--- config.mk ---
export PLATFORM = sky130hd
export DESIGN_NAME = stepper_head_tracker
export DESIGN_NICKNAME = d
export VERILOG_FILES = /design/src/rtl/stp_pkg.sv /design/src/rtl/phase_req_decode.sv /design/src/rtl/phase_step_lut.sv /design/src/rtl/head_pos_reg.sv /design/src/rtl/stepper_head_tracker.sv
export SDC_FILE = /design/constraint.sdc
export NUM_CORES = 1
export LEC_CHECK = 0
export BUFFER_PORTS_ARGS = -buffer_cell sky130_fd_sc_hd__clkbuf_2
export CAP_MARGIN = 20
export CORE_MARGIN = 3
export CORE_UTILIZATION = 35
export CTS_BUF_LIST = sky130_fd_sc_hd__clkbuf_4 sky130_fd_sc_hd__clkbuf_8
export CTS_CLUSTER_DIAMETER = 150
export DETAILED_ROUTE_END_ITERATION = 8
export GPL_ROUTABILITY_DRIVEN = 0
export GPL_TIMING_DRIVEN = 0
export HOLD_SLACK_MARGIN = 0.05
export SLEW_MARGIN = 10
export SYNTH_ARGS = -nofsm -noshare
export SYNTH_HDL_FRONTEND = slang
export SYNTH_SLANG_ARGS = --single-unit
--- constraint.sdc ---
create_clock -name clk -period 2.9 [get_ports clk]
set_clock_uncertainty 0.1 [all_clocks]
set_input_delay 0.29 -clock clk [delete_from_list [all_inputs] [get_ports clk]]
set_output_delay 0.29 -clock clk [all_outputs]
set_load 0.02 [all_outputs]
--- src/rtl/stp_pkg.sv ---
package stp_pkg;
  localparam int PH_W     = 3;
  localparam int NUM_COIL = 4;
  typedef logic [PH_W-1:0] phase_t;
  localparam phase_t PH_NONE = '0;
endpackage

--- src/rtl/phase_req_decode.sv ---
module phase_req_decode
  import stp_pkg::*;
#(
  parameter int ADDR_W = 4
) (
  input  logic [ADDR_W-1:0] addr,
  output logic              req_hit,
  output phase_t            req_phase
);
  logic [NUM_COIL-1:0] coil_sel;

  // coil k (1-based) is energised by address 2k-1
  for (genvar k = 0; k < NUM_COIL; k++) begin : g_coil
    assign coil_sel[k] = (addr == ADDR_W'(2*k + 1));
  end

  always_comb begin
    req_phase = PH_NONE;
    for (int k = 0; k < NUM_COIL; k++) begin
      if (coil_sel[k]) req_phase = phase_t'(k + 1);
    end
  end

  assign req_hit = |coil_sel;
endmodule

--- src/rtl/phase_step_lut.sv ---
module phase_step_lut
  import stp_pkg::*;
(
  input  phase_t prev_ph,
  input  phase_t new_ph,
  output logic   step_up,
  output logic   step_dn
);
  logic [NUM_COIL-1:0] fwd_hit;
  logic [NUM_COIL-1:0] bwd_hit;

  for (genvar g = 1; g <= NUM_COIL; g++) begin : g_pair
    localparam int NEXT_C = (g % NUM_COIL) + 1;
    localparam int PREV_C = ((g + NUM_COIL - 2) % NUM_COIL) + 1;
    assign fwd_hit[g-1] = (prev_ph == phase_t'(g)) && (new_ph == phase_t'(NEXT_C));
    assign bwd_hit[g-1] = (prev_ph == phase_t'(g)) && (new_ph == phase_t'(PREV_C));
  end

  assign step_up = |fwd_hit;
  assign step_dn = |bwd_hit;
endmodule

--- src/rtl/head_pos_reg.sv ---
module head_pos_reg #(
  parameter int NUM_HT = 70,
  localparam int POS_W  = $clog2(NUM_HT)
) (
  input  logic             clk,
  input  logic             rst_n,
  input  logic             en,
  input  logic             up,
  input  logic             dn,
  output logic [POS_W-1:0] pos
);
  localparam logic [POS_W-1:0] POS_MAX = POS_W'(NUM_HT - 1);

  logic [POS_W-1:0] pos_q;
  logic [POS_W-1:0] pos_nxt;

  always_comb begin
    pos_nxt = pos_q;
    if (en && up && !dn) begin
      if (pos_q != POS_MAX) pos_nxt = pos_q + 1'b1;
    end else if (en && dn && !up) begin
      if (pos_q != '0) pos_nxt = pos_q - 1'b1;
    end
  end

  always_ff @(posedge clk or negedge rst_n) begin
    if (!rst_n)  pos_q <= '0;
    else if (en) pos_q <= pos_nxt;
  end

  assign pos = pos_q;


  pos_in_range_chk: assert property (@(posedge clk) disable iff (!rst_n)
    pos_q <= POS_MAX);


  floor_hold_chk: assert property (@(posedge clk) disable iff (!rst_n)
    (pos_q == '0 && dn && !up) |=> pos_q == '0);


  single_step_chk: assert property (@(posedge clk) disable iff (!rst_n)
    (pos_q == $past(pos_q)) || (pos_q == $past(pos_q) + 1'b1) ||
    (pos_q + 1'b1 == $past(pos_q)));
endmodule

--- src/rtl/stepper_head_tracker.sv ---
module stepper_head_tracker
  import stp_pkg::*;
#(
  parameter int NUM_HT    = 70,
  parameter int TRACK_LEN = 6656,
  localparam int POS_W    = $clog2(NUM_HT),
  localparam int SECT_W   = $clog2(TRACK_LEN),
  localparam int OFF_W    = $clog2((NUM_HT / 2) * TRACK_LEN) + 1
) (
  input  logic              clk,
  input  logic              rst_n,
  input  logic              acc_stb,
  input  logic [3:0]        acc_addr,
  input  logic              online,
  input  logic [SECT_W-1:0] sector_pos,
  output logic [POS_W-1:0]  half_track,
  output logic [PH_W-1:0]   cur_phase,
  output logic [OFF_W-1:0]  img_offset
);
  // reset: asynchronous assertion, synchronous release
  logic [1:0] rst_sync_q;
  logic       rst_n_i;

  always_ff @(posedge clk or negedge rst_n) begin
    if (!rst_n) rst_sync_q <= 2'b00;
    else        rst_sync_q <= {rst_sync_q[0], 1'b1};
  end
  assign rst_n_i = rst_sync_q[1];

  // request decode
  logic   req_hit;
  phase_t req_phase;

  phase_req_decode #(.ADDR_W(4)) u_dec (
    .addr      (acc_addr),
    .req_hit   (req_hit),
    .req_phase (req_phase)
  );

  logic take_req;
  assign take_req = acc_stb && online && req_hit;

  // stored phase
  phase_t ph_q;
  phase_t ph_nxt;

  always_comb begin
    ph_nxt = ph_q;
    if (take_req) ph_nxt = req_phase;
  end

  always_ff @(posedge clk or negedge rst_n_i) begin
    if (!rst_n_i)      ph_q <= PH_NONE;
    else if (take_req) ph_q <= ph_nxt;
  end

  // step lookup
  logic step_up;
  logic step_dn;

  phase_step_lut u_lut (
    .prev_ph (ph_q),
    .new_ph  (req_phase),
    .step_up (step_up),
    .step_dn (step_dn)
  );

  // head position
  logic [POS_W-1:0] pos;

  head_pos_reg #(.NUM_HT(NUM_HT)) u_pos (
    .clk   (clk),
    .rst_n (rst_n_i),
    .en    (take_req),
    .up    (step_up),
    .dn    (step_dn),
    .pos   (pos)
  );

  // image offset
  logic [OFF_W-1:0] trk_idx;
  assign trk_idx    = OFF_W'(pos >> 1);
  assign img_offset = trk_idx * OFF_W'(TRACK_LEN) + OFF_W'(sector_pos);

  assign half_track = pos;
  assign cur_phase  = ph_q;


  phase_legal_chk: assert property (@(posedge clk) disable iff (!rst_n_i)
    cur_phase <= phase_t'(NUM_COIL));


  phase_take_chk: assert property (@(posedge clk) disable iff (!rst_n_i)
    (acc_stb && online && acc_addr[0] && !acc_addr[3]) |=>
      cur_phase == phase_t'({1'b0, $past(acc_addr[2:1])} + 3'd1));


  off_addr_ignore_chk: assert property (@(posedge clk) disable iff (!rst_n_i)
    (acc_stb && (!acc_addr[0] || acc_addr[3])) |=>
      ($stable(cur_phase) && $stable(half_track)));


  offline_ignore_chk: assert property (@(posedge clk) disable iff (!rst_n_i)
    (acc_stb && !online) |=> ($stable(cur_phase) && $stable(half_track)));


  idle_hold_chk: assert property (@(posedge clk) disable iff (!rst_n_i)
    !acc_stb |=> ($stable(cur_phase) && $stable(half_track)));


  no_dual_step_chk: assert property (@(posedge clk) disable iff (!rst_n_i)
    $onehot0({step_up, step_dn}));
endmodule

==> reports/results.ini <==
[critical_path]
worstPathMaxFanout = 4
arrival_ns = 3.05
crit_type = flop to output port
startpoint_type = flop
crit_slowest_cell = fa_1
crit_path_cell_trace = inv_2 > ha_4 > inv_2 > fa_1 > inv_2 > fa_2 > a21o_1 > a21oi_2 > o21bai_1 > a21oi_1 > xor2_1 > xnor2_2 > clkbuf_8
crit_required_ns = 2.51
critical-path-max-stage-delay_ns = 0.48
cp-startpoint = u_pos.pos[3]
rr_worst_depth = 11
r2r-start = cur_phase[0]
endpoint_kind = output port
cp_common_cell = inv_2

[global_routing]
grt_max_degree = 11
gr-usage-all-layers_pct = 12.64
met1_usage_pct = 16.99
antenna_found_initial = 0
busiest_layer = met2
grtUsageMet2_pct = 21.64
grt_pass1_vias = 1275
grt_pass1_wl_um = 5520
grt.overflow.total = 0
use_met3_pct = 0.9642

[layout]
stdcell_count = 275
nNetsFinal = 280
nFillCells = 392
syn_to_final_growth_pct = 38.13
antennaDiodeCount = 0
multiInputGateArea_um2 = 1241
drive_gt1_share_pct = 46.22
regArea_um2 = 305.3

[detailed_routing]
wl_um = 3138
via_count = 1304
drtIter0Drc = 19
ant_nets = 0
drc = 0
first_pass_iters = 4
wl_per_cell_um = 11.41
viasPerCell = 4.742

[run_status]
outcome = complete, but fails checks
violations = setup timing

[timing]
fin_ws_ns = -0.5432
period_needed_ns = 3.443
fmax_mhz = 290.4
hold_viol = 0
slew_viol_final = 0
post-route-period-util_pct = 118.7
setup_violations = 5
rsz0062_at_grt = yes
hold_ws_ns = 0.05909
finalSetupTns_ns = -1.494

[logic_synthesis]
yosys.area.top_type = ha_1
synthCells = 169
yosysMostFrequentCell = ha_1
async_flop_share_pct = 100.0
syn_area_um2 = 1555
yosys-top-cells-count = 28 x ha_1, 20 x inv_1, 12 x dfrtp_1, 12 x xnor2_1
ys_warn_count = 0
synth_ff_type = dfrtp_1
avgSynthCellArea_um2 = 9.203
ys_types = 38
synth-edff-count = 0
ys_ff_latch = 12
synth_seq_area_share_pct = 19.31
syn_nets = 223
synth_top_area_share_pct = 22.53
synth.area.top_cells = ha_1 23%, dfrtp_1 19%, xnor2_1 6.8%

[flow_run]
max-cap-violations = 0

[die]
die_h_um = 72.66
dieArea_um2 = 5279
io_pins = 50
rows = 23
start_util_pct = 37.53
core_um2 = 4144
die_x_um = 72.66

[clock_network]
cts_sinks = 12
clk_latency_ns = 0.24
cts_tree = yes
htreeDepth = 1
path_clk_slew_ns = 0.05
cts_buffers = 3
cts_root_buf = clkbuf_8
clockBufferDepth = 2

[placement]
dp_hpwl_um = 2453
port_buffers = 38
dp.cells = 257

[min_path]
min_path_type = flop to async pin

==> cells by family after synthesis <==
kind of cell    count (synthesis)  synth area share, %
simple gates                   35                13.35
fa+ha+maj                      33                28.96
compound gates                 32                12.79
buf+inv                        31                10.22
xor+xnor                       20                11.26
flops                          12                19.31
mux                             5                3.862
other cells                     1               0.2411
==> sequential cells by signal, summed over array words and instances (netlist names) <==
name,cells
cur_phase,3
rst_sync_q,2
u_pos.pos,7
==> worst paths after layout <==
kind                                  end  slack [ns]
hold / removal               u_pos.pos[6]        0.06
setup reg to reg             u_pos.pos[6]        0.22
max in group asynchronous   rst_sync_q[1]        2.32
hold reg to reg              u_pos.pos[6]        0.06
min in group clk            rst_sync_q[1]        0.25
setup / recovery           img_offset[18]       -0.54
==> placed cells by master (no fill, tap or decap), types with 4 or more instances in the layout <==
master	n
nor2b_1	5
clkbuf_2	32
xnor2_1	8
fa_1	4
xnor2_2	4
xor2_1	5
nor2_1	4
nand2_1	6
buf_4	25
ha_4	5
dfrtp_2	4
clkbuf_8	6
dfrtp_1	8
inv_1	16
inv_2	4
a21oi_1	7
o21ai_0	7
a21oi_2	4
a21o_1	4
ha_1	23
==> worst max-delay path, delay by kind of cell, from the launching register on <==
family                   cells  cell delay (ns)
adder cells (fa/ha/maj)      3             1.07
AO/OA/AOI/OAI                4             0.60
XOR/XNOR                     2             0.42
flip-flops                   1             0.40
buffers and inverters        4             0.32
==> per-layer routing <==
metal / up-vias / wire, µm
met2: 32 / 1568
met4: 0 / 30
met3: 4 / 130
li1: 673 / -
met1: 595 / 1409
met5: - / 0
==> per-stage QoR <==
stage               cell area, µm²  utilization [%]  setup slack [ns]
floorplan                     1612                -           -0.1873
global route                  2148            51.84           -0.6976
finish                        2148            51.84           -0.5432
global placement              1864            44.99           -0.4123
detailed placement            1864            44.99           -0.4185
CTS                           2082            50.24           -0.5672
==> cell type report <==
class / instances / share of cell area (%)
inverter: 20 / 3.494
buffer: 11 / 3.902
clock buffer: 4 / 2.271
sequential: 12 / 14.21
timing repair buffer: 52 / 15.43
tap: 50 / 2.912
multi-input combinational: 126 / 57.78
==> timing repair <==
item / in CTS / in global routing
hold endpoints to repair: 2 / 0
gates resized for setup: 16 / 13
endpoints found under the setup margin: 6 / 6
setup buffers: 11 / 2
pin swaps: 9 / 12
hold buffers: 1 / 0
Power is left out: the tool's default activity adds up to more than one toggle a clock period on the data nets, which glitch-free logic cannot reach.
